<file path="config.mk">
export PLATFORM = sky130hd
export DESIGN_NAME = prog_lut
export DESIGN_NICKNAME = d
export VERILOG_FILES = /design/src/rtl/prog_lut_pkg.sv /design/src/rtl/prog_lut_ctrl.sv /design/src/rtl/prog_lut_store.sv /design/src/rtl/prog_lut.sv
export SDC_FILE = /design/constraint.sdc
export NUM_CORES = 1
export LEC_CHECK = 0
export BUFFER_PORTS_ARGS = -buffer_cell sky130_fd_sc_hd__buf_2
export CORE_MARGIN = 3
export CORE_UTILIZATION = 55
export DETAILED_ROUTE_END_ITERATION = 8
export PLACE_DENSITY = 0.74
export SYNTH_ARGS = -nofsm -noshare
export SYNTH_HDL_FRONTEND = slang
export SYNTH_SLANG_ARGS = --single-unit
export TNS_END_PERCENT = 30
</file>
<file path="constraint.sdc">
create_clock -name clk -period 3.8 [get_ports clk]
set_clock_uncertainty 0.15 [all_clocks]
set_input_delay 0.19 -clock clk [delete_from_list [all_inputs] [get_ports clk]]
set_output_delay 0.19 -clock clk [all_outputs]
set_load 0.005 [all_outputs]
</file>
<file path="src/rtl/prog_lut_pkg.sv">
package prog_lut_pkg;
  // strobes handed from control to datapath each cycle
  typedef struct packed {
    logic cfgShift;
    logic ramWrite;
  } lutStrobes_t;
endpackage

</file>
<file path="src/rtl/prog_lut_ctrl.sv">
module prog_lut_ctrl
  import prog_lut_pkg::*;
(
  input  logic        cfgLoad,
  input  logic        ramMode,
  input  logic        wrEn,
  output lutStrobes_t strobes
);
  // configuration outranks user writes; writes need memory mode
  always_comb begin
    strobes.cfgShift = cfgLoad;
    strobes.ramWrite = ramMode & wrEn & ~cfgLoad;
  end
endmodule

</file>
<file path="src/rtl/prog_lut_store.sv">
module prog_lut_store
  import prog_lut_pkg::*;
#(
  parameter int ADDR_W = 4,
  parameter int DATA_W = 2
) (
  input  logic              clk,
  input  logic              rstN,
  input  lutStrobes_t       strobes,
  input  logic [DATA_W-1:0] cfgBit,
  input  logic [DATA_W-1:0] wrData,
  input  logic [ADDR_W-1:0] sel,
  output logic [DATA_W-1:0] dataOut
);
  localparam int DEPTH = 1 << ADDR_W;

  for (genvar j = 0; j < DATA_W; j++) begin : g_table
    logic [DEPTH-1:0] cells;

    always_ff @(posedge clk or negedge rstN) begin
      if (!rstN) begin
        cells <= '0;
      end else if (strobes.cfgShift) begin
        cells <= {cells[DEPTH-2:0], cfgBit[j]};
      end else if (strobes.ramWrite) begin
        cells[sel] <= wrData[j];
      end
    end

    // read path: same for logic evaluation and memory read
    assign dataOut[j] = cells[sel];
  end
endmodule

</file>
<file path="src/rtl/prog_lut.sv">
module prog_lut
  import prog_lut_pkg::*;
#(
  parameter int ADDR_W = 4,
  parameter int DATA_W = 2
) (
  input  logic              clk,
  input  logic              rstN,
  input  logic              cfgLoad,
  input  logic [DATA_W-1:0] cfgBit,
  input  logic              ramMode,
  input  logic              wrEn,
  input  logic [DATA_W-1:0] wrData,
  input  logic [ADDR_W-1:0] sel,
  output logic [DATA_W-1:0] dataOut
);
  lutStrobes_t strobes;

  prog_lut_ctrl u_ctrl (
    .cfgLoad (cfgLoad),
    .ramMode (ramMode),
    .wrEn    (wrEn),
    .strobes (strobes)
  );

  prog_lut_store #(.ADDR_W(ADDR_W), .DATA_W(DATA_W)) u_store (
    .clk     (clk),
    .rstN    (rstN),
    .strobes (strobes),
    .cfgBit  (cfgBit),
    .wrData  (wrData),
    .sel     (sel),
    .dataOut (dataOut)
  );
endmodule

</file>
Word level (Yosys, flattened, before mapping). Cells that the tools add are included.

Word-level logic and storage cells: 21. Output and inout bits: 2. Bits in read-only memories: 0. Memory bits (writable): 0. Latch bits: 0. Memories kept: 0. Register bits after elaboration: 32. Bits of input ports: 13.

Magnitude comparators: 2. Multiplexer cells: 12. Multiply operators: 0. Div/mod/pow operators: 0. Shift-type cells: 0. Eq/ne operators: 0. $add $sub $neg: 0. Reduce and logical (&&, ||, !) cells: 2. Bitwise operators: 3.

Operator list (number): $mux W16 (4); $bwmux W16 (2); $bmux W1 S4 (2); $lt A4 B5 Y1 const B (1); $demux W1 S4 (1); $ge A4 B1 Y1 const B (1); $mux W1 (3); $and A1 B1 Y1 (2); $reduce_bool A2 Y1 (1); $logic_and A1 B1 Y1 (1); $not A1 Y1 (1).

Longest topological paths before layout.
Depth in word-level cells: 7. Mapped depth: 5. Depth with buffers taken out: 3.

By module. Synthesis repeated with hierarchy kept, for this count alone.

Cell total of the unflattened synthesis: 222. Area total of the unflattened synthesis: 1969.4 sq um.

Modules (own cells, without submodules): prog_lut_store (sequential area each 800.8 sq um, instances 1, cells each 220, area an instance 1953.1 sq um); prog_lut_ctrl (sequential area each 0.0 sq um, instances 1, cells each 2, area an instance 16.3 sq um).

Worst setup path after synthesis. No wires, ideal clock.

Path kind: flip-flop to output port. Start point: reg u_store.g_table[1].cells[3]. End point: out dataOut[1]. Cell stages (with the launch flop): 4. Buffers on the path: 0. Required time: 3460 ps. Slack: 2363 ps. Arrival: 1097 ps. Path through: dfrtp_1 > mux4_2 > a22oi_1 > nand3_1.

Cells in the longest elaborated chain, start to end: 2.

Ends and longest elaborated chain: start, declared (line prog_lut_store.sv:18) `logic [DEPTH-1:0] cells;`; start signal, assigned (line prog_lut_store.sv:24) `cells <= {cells[DEPTH-2:0], cfgBit[j]};`; start signal, assigned by index (line prog_lut_store.sv:26) `cells[sel] <= wrData[j];`; $bmux W1 S4 (line prog_lut_store.sv:31) `assign dataOut[j] = cells[sel];`; $mux W1 (not written as such) (line prog_lut_store.sv:31); end, declared (line prog_lut.sv:15) `output logic [DATA_W-1:0] dataOut`.

Every way passes these cells. The select of a mux whose other input is x is not followed.

Final worst setup path. Same ends and word-level chain as after synthesis.

==> run metrics <==
status finished clean; most frequent cells in the layout a21oi_1 (64), nor2b_1 (34), o21ai_0 (32), dfrtp_1 (32), buf_2 (14); P&R area growth vs syn 7.21%; pin count of the biggest net entering global routing 65; Post-DP HPWL 3490 um; antenna violations before repair 0; Die H 66.2 um; Post-Route WL 5260 um; Clk Latency, worst-skew pair 350 ps; Gate Count Post-Synth 217; Total GRT Usage 0.257; reg-to-reg slack, setup 2900 ps; Maximum Capacitance Violations 0; Area contributors post-synth dfrtp_1 (40%), a21oi_1 (16%), nor2b_1 (11%), o21ai_0 (8.0%), mux4_2 (6.8%); Synth Register Bits 32; Seq/Total Area, Yosys 0.402; Synth warnings 0; Mapped Area 0.00199 mm2; Slowest cell on crit path mux4_2; pwr dens 420 mW/mm2; vias in the first global route 1723; CORE AREA 0.00342 mm2; share of cells above drive strength 1 0.143; CTS sink count 32; setup TNS 0 ps; starting density of the core 0.584; Max Clock Freq 500 MHz; Die W 66.2 um; first drt pass iteration count 6; measured slew at the worst slew-check pin 918 ps; WP data required 3460 ps; hold slack 237 ps; post-CTS setup repair buffer count 0; initial DRC count 254; Total Nets Final 236; synthesized area per cell 9.19 um2; Placer Congestion 0.901; CTS tree built; CP arrival 1660 ps; final hold vios 0; DR vias 1822; critical path, cell by cell mux4_2, a22oi_1, nand3_1, buf_2; hold_buf cts 3; commonest non-fill, non-tap cell in the layout a21oi_1; Biggest register u_store.g_table.cells; Layout fillers 305; grt ovf 0; crit end category output pin; Hold Path Class primary input to register; maximum VDD drop 0.251 mV; Worst R2R End u_store.g_table[0].cells[7]$_DFFE_PN0P_; post-layout utilization of the core 0.626; CP max FO 3; biggest regs u_store.g_table.cells: 32 flops; Rel. slew slack 0.388; vias per cell 6.75; Yosys cell types 27; Syn Nets 230; R2R Path Start u_store.g_table[0].cells[7]$_DFFE_PN0P_; RSZ-0062 raised after global routing false; Hold Path Stages 4; critical path class register to output pin; Max Slew Vio Count 0; Leakage 0.000783 uW; clk root buf clkbuf_4; post-synth top area share 0.402; first-pass GRT wire length 8390 um; CTS Buffer Depth 2; drc violations 0; I/O pin total 15; clk slew on worst S/H paths 100 ps; # setup viols final 0; ant diodes 0; num rows 21; worst r2r path cells 2; slowest cell delay on critical path 470 ps; CP Buf/Inv Count 1; Hold Crit Start wrData[0]; average wire per standard cell 19.5 um; fin crit share 0.527; Top Family by Delay on Critical Path multiplexers; startpoint types register; antenna-violating nets left 0; die footprint 0.00438 mm2; max reg flops 32; WHS Endpoint u_store.g_table[0].cells[4]$_DFFE_PN0P_; post-synth top area cell dfrtp_1; PostCTS Resize Cnt 0; CTS buffer count 5; crit path time final 2000 ps; H-tree depth 2; PortBufs 14
-- cell families after synthesis --
kind of cell,count (synthesis),synth area share
AOI/OAI and AO/OA,98,0.251
buffers and inverters,18,0.0452
DFF,32,0.402
muxes,8,0.0941
and+or+nand+nor,61,0.208
-- area by class of cell --
cell class / count / area [um2] / area share
clock buffers: 6 / 41.3 / 0.0193
flip-flops and latches: 32 / 801 / 0.374
multi-input cells: 167 / 1100 / 0.516
clock inverters: 2 / 35.0 / 0.0164
well taps: 46 / 57.6 / 0.0269
repair buffers: 17 / 100 / 0.0468
-- how the worst max path moves through the flow --
stage	cells past startpoint	slack, ps	start	to
final	4	1800	u_store.g_table[1].cells[3]$_DFFE_PN0P_	dataOut[1]
after global placement	5	2010	sel[0]	dataOut[0]
after global routing	4	1750	u_store.g_table[1].cells[3]$_DFFE_PN0P_	dataOut[1]
after CTS	4	1810	u_store.g_table[1].cells[3]$_DFFE_PN0P_	dataOut[1]
after detailed placement	5	1950	sel[0]	dataOut[0]
after floorplan	3	2360	u_store.g_table[1].cells[3]$_DFFE_PN0P_	dataOut[1]
-- report_power, final --
group | internal (uW) | total (uW) | switching (uW)
combinational | 88.0 | 191 | 103
clock | 138 | 264 | 126
sequential | 396 | 442 | 46.3
-- synthesized netlist by cell type --
| cell type | number |
|---|---|
| and3_1 | 2 |
| nand2b_1 | 2 |
| nand3_1 | 4 |
| a22oi_2 | 1 |
| clkbuf_1 | 9 |
| nand4_1 | 1 |
| mux4_1 | 2 |
| a21oi_1 | 64 |
| or2_2 | 1 |
| a22oi_1 | 1 |
| and3b_1 | 4 |
| nand4bb_1 | 1 |
| nand4b_1 | 2 |
| nor2_1 | 1 |
| nand2_1 | 3 |
| buf_6 | 1 |
| nor2b_1 | 34 |
| buf_4 | 2 |
| mux4_2 | 6 |
| buf_2 | 5 |
| o21ai_0 | 32 |
| and4b_1 | 2 |
| and4bb_2 | 1 |
| dfrtp_1 | 32 |
| nor3b_2 | 2 |
| and4_1 | 1 |
| clkbuf_2 | 1 |
-- worst register-to-register path: stages (launching register included) --
cell,delay [ps]
dfrtp_1,410
o21ai_0,110
a21oi_1,110
-- stage by stage --
step	cell area, um2	cells	total power, uW	worst slack (ps)
2_1_floorplan	1990	217	570	2360
3_3_place_gp	2030	259	619	2010
3_5_place_dp	2030	259	630	1950
4_1_cts	2140	270	890	1810
5_1_grt	2140	270	936	1750
6_report	2140	270	897	1800
-- metal layers --
| layer | GRT usage | wire, um |
|---|---|---|
| met1 | 0.329 | 2080 |
| met2 | 0.416 | 2590 |
| met3 | 0.0527 | 444 |
| met4 | 0.112 | 140 |
| met5 | 0 | 0 |
No activity file was read; power rests on OpenSTA's default activity.
